File: src/rtl/irq_flag_pkg.sv
package irq_flag_pkg;

    localparam int PRIO_W  = 3;
    localparam int FLAG_W  = 11;

    typedef struct packed {
        logic [PRIO_W-1:0] lvl;    // bits 10:8
        logic              stk;    // bit 7
        logic              ien;    // bit 6
        logic              ovf;    // bit 5
        logic              bank;   // bit 4
        logic              sign;   // bit 3
        logic              zero;   // bit 2
        logic              dbg;    // bit 1
        logic              carry;  // bit 0
    } flag_word_t;

    typedef enum logic [1:0] {
        EV_NONE    = 2'd0,
        EV_RESTORE = 2'd1,
        EV_HW      = 2'd2,
        EV_SW      = 2'd3
    } flag_event_e;

    function automatic logic ev_takes(flag_event_e ev);
        return (ev == EV_HW) || (ev == EV_SW);
    endfunction

    function automatic flag_word_t flags_after(
        flag_event_e       ev,
        flag_word_t        cur,
        logic [PRIO_W-1:0] prio,
        logic              sw_low,
        flag_word_t        reload
    );
        flag_word_t nxt;
        nxt = cur;
        unique case (ev)
            EV_RESTORE: nxt = reload;
            EV_HW: begin
                nxt.ien = 1'b0;
                nxt.stk = 1'b0;
                nxt.lvl = prio;
            end
            EV_SW: begin
                nxt.ien = 1'b0;
                if (sw_low) nxt.stk = 1'b0;
            end
            default: nxt = cur;
        endcase
        return nxt;
    endfunction

endpackage

File: src/rtl/irq_decide.sv
module irq_decide
    import irq_flag_pkg::*;
#(
    parameter int SWI_NUM_W     = 6,
    parameter int SWI_STK_LIMIT = 32
) (
    input  logic                 req_valid,
    input  logic [PRIO_W-1:0]    req_prio,
    input  logic                 swi_strobe,
    input  logic [SWI_NUM_W-1:0] swi_num,
    input  logic                 restore_valid,
    input  flag_word_t           cur,
    output flag_event_e          ev,
    output logic                 sw_low
);
    localparam logic [SWI_NUM_W:0] LIMIT = SWI_STK_LIMIT[SWI_NUM_W:0];

    logic hw_ok;

    always_comb begin
        hw_ok  = req_valid && cur.ien && (req_prio > cur.lvl);
        sw_low = ({1'b0, swi_num} < LIMIT);
        if (restore_valid)   ev = EV_RESTORE;
        else if (hw_ok)      ev = EV_HW;
        else if (swi_strobe) ev = EV_SW;
        else                 ev = EV_NONE;
    end
endmodule

File: src/rtl/flag_state.sv
module flag_state
    import irq_flag_pkg::*;
(
    input  logic              clk,
    input  logic              rst,
    input  flag_event_e       ev,
    input  logic [PRIO_W-1:0] prio,
    input  logic              sw_low,
    input  flag_word_t        reload,
    output flag_word_t        cur
);
    flag_word_t nxt;

    always_comb nxt = flags_after(ev, cur, prio, sw_low, reload);

    always_ff @(posedge clk) begin
        if (rst) cur <= '0;
        else     cur <= nxt;
    end
endmodule

File: src/rtl/take_record.sv
module take_record
    import irq_flag_pkg::*;
(
    input  logic        clk,
    input  logic        rst,
    input  flag_event_e ev,
    input  flag_word_t  cur,
    output logic        pulse,
    output logic        is_sw,
    output flag_word_t  saved
);
    always_ff @(posedge clk) begin
        if (rst) begin
            pulse <= 1'b0;
            is_sw <= 1'b0;
            saved <= '0;
        end else begin
            pulse <= ev_takes(ev);
            is_sw <= (ev == EV_SW);
            if (ev_takes(ev)) saved <= cur;
        end
    end
endmodule

File: src/rtl/irq_accept_flags.sv
module irq_accept_flags
    import irq_flag_pkg::*;
#(
    parameter int SWI_NUM_W     = 6,
    parameter int SWI_STK_LIMIT = 32
) (
    input  logic                 clk,
    input  logic                 rst,
    input  logic                 req_valid,
    input  logic [2:0]           req_prio,
    input  logic                 swi_strobe,
    input  logic [SWI_NUM_W-1:0] swi_num,
    input  logic                 restore_valid,
    input  logic [10:0]          restore_word,
    output logic                 accept,
    output logic                 accept_sw,
    output logic [10:0]          flag_word_o,
    output logic [10:0]          saved_word
);
    flag_word_t  cur;
    flag_word_t  saved;
    flag_event_e ev;
    logic        sw_low;

    irq_decide #(
        .SWI_NUM_W    (SWI_NUM_W),
        .SWI_STK_LIMIT(SWI_STK_LIMIT)
    ) u_decide (
        .req_valid    (req_valid),
        .req_prio     (req_prio),
        .swi_strobe   (swi_strobe),
        .swi_num      (swi_num),
        .restore_valid(restore_valid),
        .cur          (cur),
        .ev           (ev),
        .sw_low       (sw_low)
    );

    flag_state u_state (
        .clk   (clk),
        .rst   (rst),
        .ev    (ev),
        .prio  (req_prio),
        .sw_low(sw_low),
        .reload(flag_word_t'(restore_word)),
        .cur   (cur)
    );

    take_record u_rec (
        .clk  (clk),
        .rst  (rst),
        .ev   (ev),
        .cur  (cur),
        .pulse(accept),
        .is_sw(accept_sw),
        .saved(saved)
    );

    assign flag_word_o = cur;
    assign saved_word  = saved;
endmodule

File: config.mk
export PLATFORM = sky130hd
export DESIGN_NAME = irq_accept_flags
export DESIGN_NICKNAME = d
export VERILOG_FILES = /design/src/rtl/irq_flag_pkg.sv /design/src/rtl/irq_decide.sv /design/src/rtl/flag_state.sv /design/src/rtl/take_record.sv /design/src/rtl/irq_accept_flags.sv
export SDC_FILE = /design/constraint.sdc
export NUM_CORES = 1
export LEC_CHECK = 0
export BUFFER_PORTS_ARGS = -buffer_cell sky130_fd_sc_hd__buf_2
export CAP_MARGIN = 0
export CELL_PAD_IN_SITES_DETAIL_PLACEMENT = 2
export CELL_PAD_IN_SITES_GLOBAL_PLACEMENT = 2
export CORE_MARGIN = 2
export CORE_UTILIZATION = 24
export CTS_BUF_LIST = sky130_fd_sc_hd__clkbuf_4 sky130_fd_sc_hd__clkbuf_8
export DETAILED_ROUTE_END_ITERATION = 7
export GPL_ROUTABILITY_DRIVEN = 0
export GPL_TIMING_DRIVEN = 0
export HOLD_SLACK_MARGIN = 0.12
export PLACE_DENSITY_LB_ADDON = 0.1
export SLEW_MARGIN = 5
export SYNTH_ARGS = -nofsm -noshare
export SYNTH_HDL_FRONTEND = slang
export SYNTH_HIERARCHICAL = 1
export SYNTH_SLANG_ARGS = --single-unit
File: constraint.sdc
create_clock -name clk -period 2.2 [get_ports clk]
set_input_delay 0.44 -clock clk [delete_from_list [all_inputs] [get_ports clk]]
set_output_delay 0.44 -clock clk [all_outputs]
set_load 0.03 [all_outputs]
* After elaboration in Yosys (flattened, before gate mapping)
Cells that the tools add are included.
** Word-level totals
- Memories kept :: 0
- Flip-flop bits (word level) :: 24
- Latch bits :: 0
- RAM bits :: 0
- ROM bits :: 0
- Input port bits :: 25
** Cells by class
- Divide/modulo/power cells :: 0
- Bitwise logic cells :: 0
- $lt $le $gt $ge :: 2
- Add/subtract/negate cells :: 0
- Equal/unequal tests :: 4
- Shifts and indexed selects :: 0
- Multipliers :: 0
- Reductions and logical operators :: 6
- Mux-type cells :: 6
** Operators with widths (number)
- 6-bit < comparator, second input constant :: 1
- 2-bit two-way mux :: 3
- 2-bit case mux with 3 select lines :: 1
- 3-bit case mux with 2 select lines :: 1
- 2-bit equality test, second input constant :: 2
- 3-bit > comparator :: 1
- 3-bit nonzero test :: 1
- 2-bit by 1-bit equality test with 1-bit output, second input constant :: 1
- 1-bit logical AND :: 2
- 2-bit != test, second input constant :: 1
- 2-bit AND reduction :: 1
- 2-bit nonzero test :: 1
- 1-bit logical OR :: 1
- 1-bit two-way mux :: 1

* Depth between registers and ports, before layout
Gate-level depths: netlist (run 1).
- Depth in word-level cells :: 7
- Mapped depth :: 11

* Cells and area by module
The synthesis (run 1) kept the hierarchy.
** By module, submodules not included
- flag_state :: area an instance 486.7 um^2, instances 1, cells an instance 49
- take_record :: area an instance 439.2 um^2, instances 1, cells an instance 39
- irq_decide :: area an instance 106.4 um^2, instances 1, cells an instance 16

* Worst setup path before layout (run 1)
Ideal clock, no wire load.
- Kind :: reg2reg
- Start :: register u_state/cur[10] (netlist name)
- End :: register u_state/cur[7] (netlist name)
- Arrival :: 2.372 ns
- Cell stages (with the launch flop) :: 11
- Path slack :: -0.265 ns
- Setup time :: 0.092 ns
- Cells stage by stage :: dfxtp_1 > inv_1 > ha_1 > a21oi_1 > o21ai_1 > a21oi_1 > inv_1 > ha_1 > clkbuf_2 > or4b_1 > o32ai_1
** On the way
- Cells in the longest elaborated chain, start to end :: 7
- Elaborated cells between the ends (all ways) :: 11
** RTL lines
- 3-bit > comparator (*) :: line irq_decide.sv:21 : hw_ok = req_valid && cur.ien && (req_prio > cur.lvl);
- 1-bit logical AND (*) :: line irq_decide.sv:21
- 2-bit two-way mux (*) :: line irq_decide.sv:24 : else if (hw_ok) ev = EV_HW;
- 2-bit two-way mux (*) :: line irq_decide.sv:23 : if (restore_valid) ev = EV_RESTORE;
- via ev[0] :: line irq_accept_flags.sv:22 : flag_event_e ev;
- 2-bit equality test or 2-bit by 1-bit equality test with 1-bit output (tied branches) :: line irq_flag_pkg.sv:38 : unique case (ev)
- 2-bit != test (no line) or 3-bit nonzero test (tied branches)
- 2-bit AND reduction (no line)
Mark *: on every way through the listed nets, which the timed path passes. The rest lies on a longest branch.
A chain may end at the register's enable or synchronous reset.

* Worst setup path in the final report (run 1)
- Start :: register u_state/cur[10] (netlist name)
- End :: register u_state/cur[7] (netlist name)
** On the way
- Cells in the longest elaborated chain, start to end :: 7
- Elaborated cells between the ends (all ways) :: 11
** RTL lines (line)
- 3-bit > comparator (*) :: irq_decide.sv:21
- 1-bit logical AND (*) :: irq_decide.sv:21
- 2-bit two-way mux (*) :: irq_decide.sv:24
- 2-bit two-way mux (*) :: irq_decide.sv:23
- via ev[0] :: irq_accept_flags.sv:22
- 2-bit equality test or 2-bit by 1-bit equality test with 1-bit output (tied branches) :: irq_flag_pkg.sv:38
- 2-bit != test (no line) or 3-bit nonzero test (tied branches)
- 2-bit AND reduction (no line)
Marks and branches as above.

==> flow_summary.ini, run 1 <==
[outcome]
status = finished clean

[critical_path]
reg2regPathDepth = 9
reg2reg_from = u_state/cur[10]
crit_chain = inv_2 -> ha_4 -> a21oi_2 -> o21ai_2 -> a21oi_2 -> inv_1 -> ha_2 -> or4b_4 -> o32ai_2
worstSetupStartpointType = flip-flop
crit_fanout = 5
crit_path_frequent_cell = a21oi_2
endpoint_kind = flip-flop
path_delay_family = compound AO/OA/AOI/OAI gates
r2r_end = u_state/cur[7]
ff2ff_setup_slack_ns = 0.09
cp_slowest_cell = or4b_4
worstPathRequired_ns = 2.38
cp-startpoint = u_state/cur[10]
cp.buffers_inverters = 2
max_stage_delay_ns = 0.53
worstPathArrival_ns = 2.29
crit_type = flip-flop to flip-flop

[timing]
setup_viol = 0
finalCritPeriodShare_pct = 95.9
rsz0062_at_grt = true
max_freq_mhz = 474
final_hold_viol_count = 0
skew_ns = 0.00250
holdWs_ns = 0.415
drv_slew = 0
relSlewSlack_pct = 62.8
period_minus_slack_ns = 2.11
tightest_slew_ns = 0.558

[floorplan]
dieWidth_um = 69.6
core_um2 = 4060
start_util_pct = 25.4
die_area_um2 = 4840
die_y_um = 69.6
row_count = 23
ios = 49

[layout]
diodes = 0
area_delta_synth_final_pct = 41.3
nets = 188
drive_gt1_share_pct = 44.5

[hold_path]
hold_path_end = u_state/cur[0]
min-delay-path-class = primary input to flip-flop
holdCritStartpoint = restore_word[0]
min_path_cells = 3

[cts]
htreeDepth = 1
cts_buffers = 3
cts_tree = done
cts-root-buf = clkbuf_8
path_clk_slew_ns = 0.08
cts_num_sinks = 24
holdBufCountCts = 0
clk_path_buf_depth = 2
clkLatencyLatePin_ns = 0.26

[route]
first_pass_iters = 3
detail_route.wl_per_cell_um = 14.4
vias = 912
drcViolationCount = 0
detail-route-antenna-nets = 0
drt_iter0_drc = 13
routed_wirelength_mm = 2.95
vias_per_cell = 4.45

[global_routing]
antenna_found_initial = 0
grt_pass1_vias = 988
gr-total-overflow = 0
grt_max_degree = 14
grt_pass1_wl_mm = 4.92
grt_util_all_layers_pct = 12.7

[logic_synthesis]
synth_most_common_cell = dfxtp_1
synth_area_per_cell_um2 = 9.93
ys.flop_type = dfxtp_1
synth_area_leaders = dfxtp_1, mux2i_1, ha_1
synth_cell_types = 20
postSynthCellCount = 104
ys_seq_elements = 24
yosysWarnings = 6
synth_nets = 136
yosys.area.top_type = dfxtp_1
ys_async_sr_fraction_pct = 0
synth.top_cell.area_share_pct = 46.5
synth_seq_area_share_pct = 46.5
synth-edff-count = 0
syn_area_um2 = 1030
synth_common_cells = dfxtp_1, nor2_1, mux2i_1

[power]
power.leakage_nw = 0.711
finalPower_mw = 0.998
powerDensity_nw_per_um2 = 684
ir_worst_vdd_v = 0.000300

[placement]
numPortBuffers = 43
post-dp-hpwl_mm = 2.19

[run]
drv_cap = 0
-- how the worst max path moves through the flow --
stage / end / slack, ns / cells after the start
finish: u_state/cur[7] / 0.09 / 9
global route: u_state/cur[8] / -0.03 / 7
CTS: u_state/cur[3] / 0.008 / 10
detailed placement: u_state/cur[7] / -0.29 / 10
global placement: u_state/cur[6] / -0.28 / 9
floorplan: u_state/cur[7] / 0.01 / 9
-- worst min-delay path, stage by stage --
cell	delay [ns]
buf_2	0.08
mux2i_1	0.06
nor2_1	0.07
-- power by group --
| group | switching [mW] | internal (mW) |
|---|---|---|
| sequential | 0.0175 | 0.462 |
| clock | 0.135 | 0.125 |
| combinational | 0.153 | 0.105 |
| total | 0.306 | 0.693 |
-- state kept, by name (all words and copies together), names as in the netlist --
name	count
u_rec/is_sw	1
u_rec/saved	11
u_rec/pulse	1
u_state/cur	11
-- per-stage QoR --
step	utilization, %	TNS [ns]	worst slack (ns)	instance area [um2]	cells
after detailed placement	33.1	-2.85	-0.294	1350	197
after CTS	35.8	0	0.00774	1450	207
after floorplan	-	0	0.0115	1070	104
after global placement	33.1	-2.24	-0.285	1350	197
final	36.0	0	0.0893	1460	205
after global routing	36.0	-0.0795	-0.0258	1460	205
-- logic make-up (layout without fill, tap and decap cells) --
family / after synthesis / count (layout) / share of synthesized area, %
buf+inv: 14 / 65 / 6.06
simple gates: 28 / 28 / 11.8
compound gates: 11 / 11 / 7.76
flops: 24 / 24 / 46.5
fa+ha+maj: 7 / 7 / 8.48
mux: 20 / 20 / 19.4
-- cell usage in the layout, fill, tap and decap left out, drive strengths merged --
cell and instances:
nor4b 1, ha 7, and2 1, a311oi 1
dfxtp 24, o21ai 1, buf 50, inv 9
mux2i 20, nand2 2, nor2b 1, a22o 1
nor2 22, clkbuf 5, clkinv 1, or4b 1
a21oi 4, o32ai 1, a211oi 3
-- area by class of cell --
cell class,count,area [um2]
clock buffers,3,41.3
flip-flops and latches,24,489
multi-input cells,66,549
clock inverters,1,3.75
inverters,9,33.8
plain buffers,3,18.8
fillers,467,2600
well taps,50,62.6
repair buffers,49,260
-- timing repair --
| action | CTS | global route |
|---|---|---|
| endpoints found under the setup margin | 11 | 11 |
| setup buffers | 6 | 0 |
| resized for setup | 5 | 5 |
| pin swaps | 4 | 5 |
| endpoints found under the hold margin | 0 | 0 |
-- routing by layer --
layer	part of all wire (%)	routed length, um	up-vias	track usage (%)
li1	-	-	448	-
met1	42	1250	434	14.6
met2	52	1530	25	22.6
met3	4.7	139	5	4.65
met4	0.88	26	0	2.61
met5	0	0	-	0
No activity file was read; power rests on OpenSTA's default activity.
==> run 2, diff against run 1 <==
--- a/config.mk
+++ b/config.mk
@@ -10,7 +10,7 @@
 export CELL_PAD_IN_SITES_DETAIL_PLACEMENT = 2
 export CELL_PAD_IN_SITES_GLOBAL_PLACEMENT = 2
 export CORE_MARGIN = 2
-export CORE_UTILIZATION = 24
+export CORE_UTILIZATION = 27
 export CTS_BUF_LIST = sky130_fd_sc_hd__clkbuf_4 sky130_fd_sc_hd__clkbuf_8
 export DETAILED_ROUTE_END_ITERATION = 7
 export GPL_ROUTABILITY_DRIVEN = 0
==> constraint.sdc (replaced) <==
create_clock -name clk -period 2.4 [get_ports clk]
set_input_delay 0.48 -clock clk [delete_from_list [all_inputs] [get_ports clk]]
set_output_delay 0.48 -clock clk [all_outputs]
set_load 0.03 [all_outputs]
==> run 2 against run 1 <==
Compared with the run above:
- final cell count decreased by 2.4%
- utilization up 2.7 points
- flip-flop and latch count stayed put
- routed wire length is 3.6% lower
- largest cell class unchanged
- critical path depth shrank 1
- largest power group unchanged
- clock skew rose by 0.00064 ns
- non-clock buffer count fell by 3
- critical path type unchanged
- via count is 0.66% lower
- sequential share of layout area rose by 0.57 points
- global-route usage grew 1.6 points
- total power is 1.6% higher
- clock power is 37% higher
==> flow_summary.ini, run 2 (synthesis results as in run 1) <==
[power]
finalPower_mw = 1.01
p_switching_mw = 0.283
swShare_pct = 27.9
power.leakage_nw = 0.703
p_int_mw = 0.731
power_frac_clock_pct = 35.2
ir_worst_vdd_v = 0.000366
comb_power_share_pct = 21.3
powerDensity_nw_per_um2 = 716
share_seq_of_total_power_pct = 43.5

[global_routing]
antenna_found_initial = 0
gr-total-overflow = 0
grt_pass1_vias = 939
grt_max_degree = 15
grt_util_all_layers_pct = 14.4
grt_pass1_wl_mm = 4.61

[layout]
regArea_um2 = 483
fin_cells = 200
fillerInstances = 418
nets = 185
fin_util_pct = 38.7
final_cell_mix = buf_2, nor2_1, dfxtp_1
diodes = 0
final_common_cell = buf_2
fin_area_um2 = 1420
multi_input_area_um2 = 514
reg.largest.list = u_rec/saved x11, u_state/cur x11
area_delta_synth_final_pct = 37.2
drive_gt1_share_pct = 38.8

[timing]
relSlewSlack_pct = 65.6
rsz0062_at_grt = false
period_minus_slack_ns = 2.21
holdWs_ns = 0.429
max_freq_mhz = 452
setup_viol = 0
drv_slew = 0
skew_ns = 0.00314
setup_slack_ns = 0.186
finalCritPeriodShare_pct = 92.3
tns_ns = 0
tightest_slew_ns = 0.516
final_hold_viol_count = 0

[critical_path]
worstPathArrival_ns = 2.40
crit_path_frequent_cell = ha_1
worstPathRequired_ns = 2.59
worstSetupStartpointType = flip-flop
cp_slowest_cell = or4b_1
crit_fanout = 4
endpoint_kind = flip-flop
crit_type = flip-flop to flip-flop
reg2regPathDepth = 8
crit_chain = inv_1 -> ha_1 -> a311oi_2 -> a21oi_2 -> buf_4 -> ha_1 -> or4b_1 -> o32ai_1
max_stage_delay_ns = 0.52

[placement]
placement.cell_area_um2 = 1310
numPortBuffers = 43
dp_cells = 195
post-dp-hpwl_mm = 2.16
post-place-ws_ns = -0.346

[floorplan]
core_um2 = 3660
dieWidth_um = 65.8
die_y_um = 65.8
ios = 49
die_area_um2 = 4330
row_count = 22
start_util_pct = 28.2

[route]
routed_wirelength_mm = 2.84
detail_route.wl_per_cell_um = 14.2
detail-route-antenna-nets = 0
drt_iter0_drc = 10
first_pass_iters = 4
drcViolationCount = 0
vias = 906
vias_per_cell = 4.53

[cts]
cts-root-buf = clkbuf_8
clk_path_buf_depth = 2
path_clk_slew_ns = 0.09
clkLatencyLatePin_ns = 0.27
cts_tree = done
cts_num_sinks = 24
htreeDepth = 1
cts_buffers = 3

[run]
drv_cap = 0

[hold_path]
min_path_cells = 2
min-delay-path-class = primary input to flip-flop

[outcome]
status = finished clean
==> run 2: cell types whose count changed in the layout (fill, tap and decap cells not counted), sizes merged <==
cell    change
buf         -3
bufinv      +1
clkinv      -1
==> run 2: what timing repair did <==
action / CTS / global route
pin swaps: 2 / 2
hold endpoints to repair: 0 / 0
hold buffers: 0 / 0
setup buffers: 1 / 1
resized for setup: 2 / 4
setup endpoints to repair: 2 / 5
==> run 2: final timing paths <==
| path | from | endpoint | slack, ns |
|---|---|---|---|
| worst max-delay path | u_state/cur[9] | u_state/cur[7] | 0.19 |
| worst min-delay path | rst | u_rec/saved[0] | 0.43 |
| worst max register to register | u_state/cur[9] | u_state/cur[7] | 0.19 |
| worst min register to register | u_state/cur[7] | u_state/cur[7] | 0.50 |
==> run 2: worst max-delay path, delay by kind of cell (launching register included) <==
family	cells	cell delay [ns]
flops	1	0.36
simple gates	1	0.52
buf+inv	2	0.20
compound gates	3	0.53
fa+ha+maj	2	0.52
==> run 2: cell type report <==
| class | count | share of cell area [%] |
|---|---|---|
| clock buffers | 3 | 2.92 |
| multi-input cells | 66 | 36.3 |
| repair buffers | 45 | 16.3 |
| clock inverters | 1 | 2.12 |
| inverters | 9 | 2.39 |
| flip-flops and latches | 24 | 34.1 |
| well taps | 48 | 4.24 |
| plain buffers | 4 | 1.68 |
==> run 2: layer usage <==
metal,vias to the layer above,global-route usage (%),share of wire [%]
met4,0,7.81,2.0
met1,431,16.2,43
met3,4,2.73,4.9
met5,-,0,0
li1,448,-,-
met2,23,25.3,51
==> run 2: power groups by stage <==
stage | sequential [mW] | combinational [mW] | clock [mW]
after CTS | 0.442 | 0.210 | 0.374
after floorplan | 0.497 | 0.0877 | 0
final | 0.441 | 0.216 | 0.357
after global placement | 0.449 | 0.197 | 0
after global routing | 0.446 | 0.236 | 0.391
after detailed placement | 0.451 | 0.204 | 0
==> run 3, diff against run 2 <==
--- a/config.mk
+++ b/config.mk
@@ -16,7 +16,7 @@
 export GPL_ROUTABILITY_DRIVEN = 0
 export GPL_TIMING_DRIVEN = 0
 export HOLD_SLACK_MARGIN = 0.12
-export PLACE_DENSITY_LB_ADDON = 0.1
+export PLACE_DENSITY = 0.79
 export SLEW_MARGIN = 5
 export SYNTH_ARGS = -nofsm -noshare
 export SYNTH_HDL_FRONTEND = slang
==> constraint.sdc (replaced) <==
create_clock -name clk -period 2.4 [get_ports clk]
set_input_delay 0.48 -clock clk [delete_from_list [all_inputs] [get_ports clk]]
set_output_delay 0.48 -clock clk [all_outputs]
set_load 0.005 [all_outputs]
==> run 3 against run 2 <==
Compared with the run above:
- register-to-register slack got worse by 0.05 ns
- final cell count did not move
- global-route usage fell by 1.5 points
- largest power group unchanged
==> flow_summary.ini, run 3 (synthesis results as in run 1) <==
[floorplan]
dieWidth_um = 65.8
die_area_um2 = 4330
die_y_um = 65.8
start_util_pct = 28.2
core_um2 = 3660
ios = 49
row_count = 22

[critical_path]
reg2regPathDepth = 8
worstPathArrival_ns = 2.44
reg2reg_from = u_state/cur[10]
crit_type = flip-flop to flip-flop
worstSetupStartpointType = flip-flop
r2r_end = u_state/cur[7]
worstPathRequired_ns = 2.58
critPathCapture = u_state/cur[7]
cp-startpoint = u_state/cur[10]
endpoint_kind = flip-flop
crit_fanout = 4
ff2ff_setup_slack_ns = 0.14

[power]
finalPower_mw = 0.871
p_switching_mw = 0.224
p_int_mw = 0.647
share_seq_of_total_power_pct = 50.7
comb_power_share_pct = 18.1
power_frac_clock_pct = 31.2
powerDensity_nw_per_um2 = 629
ir_worst_vdd_v = 0.000326
power.leakage_nw = 0.693
swShare_pct = 25.7

[cts]
cts_tree = done
cts_buffers = 3
holdBufCountCts = 0
cts_num_sinks = 24
clkLatencyLatePin_ns = 0.26
clk_path_buf_depth = 2
path_clk_slew_ns = 0.09
htreeDepth = 1
cts-root-buf = clkbuf_8

[route]
first_pass_iters = 3
vias = 892
drt_iter0_drc = 12
routed_wirelength_mm = 2.70
detail-route-antenna-nets = 0
detail_route.wl_per_cell_um = 13.5
vias_per_cell = 4.46
drcViolationCount = 0

[placement]
post-dp-hpwl_mm = 2.08
post-place-ws_ns = -0.320
placement.cell_area_um2 = 1310
numPortBuffers = 43

[timing]
tns_ns = 0
skew_ns = 0.00401
relSlewSlack_pct = 63.4
max_freq_mhz = 442
final_hold_viol_count = 0
rsz0062_at_grt = false
setup_viol = 0
holdWs_ns = 0.450
tightest_slew_ns = 0.550
finalCritPeriodShare_pct = 94.2
setup_slack_ns = 0.139
period_minus_slack_ns = 2.26
drv_slew = 0

[layout]
fin_area_um2 = 1380
final_common_cell = buf_2
final_cell_mix = buf_2, dfxtp_1, nor2_1
nets = 185
drive_gt1_share_pct = 36.8
area_delta_synth_final_pct = 34.1
reg.largest.list = u_rec/saved x11, u_state/cur x11
diodes = 0

[global_routing]
gr-total-overflow = 0
antenna_found_initial = 0
grt_max_degree = 14
grt_util_all_layers_pct = 12.8
grt_pass1_vias = 939
grt_pass1_wl_mm = 4.25

[outcome]
status = finished clean

[run]
drv_cap = 0

[hold_path]
min-delay-path-class = primary input to flip-flop
-- run 3: worst min path at each step --
stage          cells past startpoint       startpoint             end  slack [ns]
2_1_floorplan                      2   u_state/cur[7]  u_state/cur[7]        0.48
3_3_place_gp                       2   u_rec/saved[7]  u_rec/saved[7]        0.47
3_5_place_dp                       2   u_rec/saved[8]  u_rec/saved[8]        0.49
4_1_cts                            2              rst  u_rec/saved[0]        0.44
5_1_grt                            3  restore_word[2]  u_state/cur[2]        0.46
6_report                           2              rst  u_rec/saved[0]        0.45
-- run 3: repair_timing --
item	CTS	global route
resized for setup	3	2
pin swaps	1	3
setup endpoints to repair	1	3
buffers inserted	1	1
-- run 3: final cells by class --
type | instances | area, um2
well taps | 48 | 60.1
plain buffers | 4 | 23.8
flip-flops and latches | 24 | 484
fillers | 420 | 2280
clock buffers | 4 | 55.1
repair buffers | 45 | 230
inverters | 9 | 33.8
multi-input cells | 66 | 497
-- run 3: through the flow --
step	utilization [%]	cells
floorplan	-	104
global placement	35.7	195
detailed placement	35.7	195
CTS	37.6	200
global route	37.8	200
finish	37.8	200
-- run 3: power groups by stage --
stage               registers [mW]  clock network, mW  logic, mW
global placement             0.449                  0      0.148
floorplan                    0.450                  0     0.0878
global route                 0.446              0.304      0.177
detailed placement           0.451                  0      0.155
finish                       0.441              0.272      0.158
CTS                          0.442              0.281      0.159
-- run 3: per-layer routing --
metal	share of wire (%)	wire [um]	global-route usage [%]	vias up
li1	-	-	-	441
met1	43	1150	14.4	425
met2	51	1380	24.0	24
met3	5.9	158	3.24	2
met4	0.30	8	3.13	0
met5	0	0	0	-
-- run 3: critical path, cell delays in order, from the launching register on --
cell      delay, ns
dfxtp_4        0.37
inv_1          0.04
ha_1           0.31
a311oi_2       0.31
a21oi_2        0.11
buf_4          0.16
ha_1           0.22
or4b_1         0.53
o32ai_1        0.13
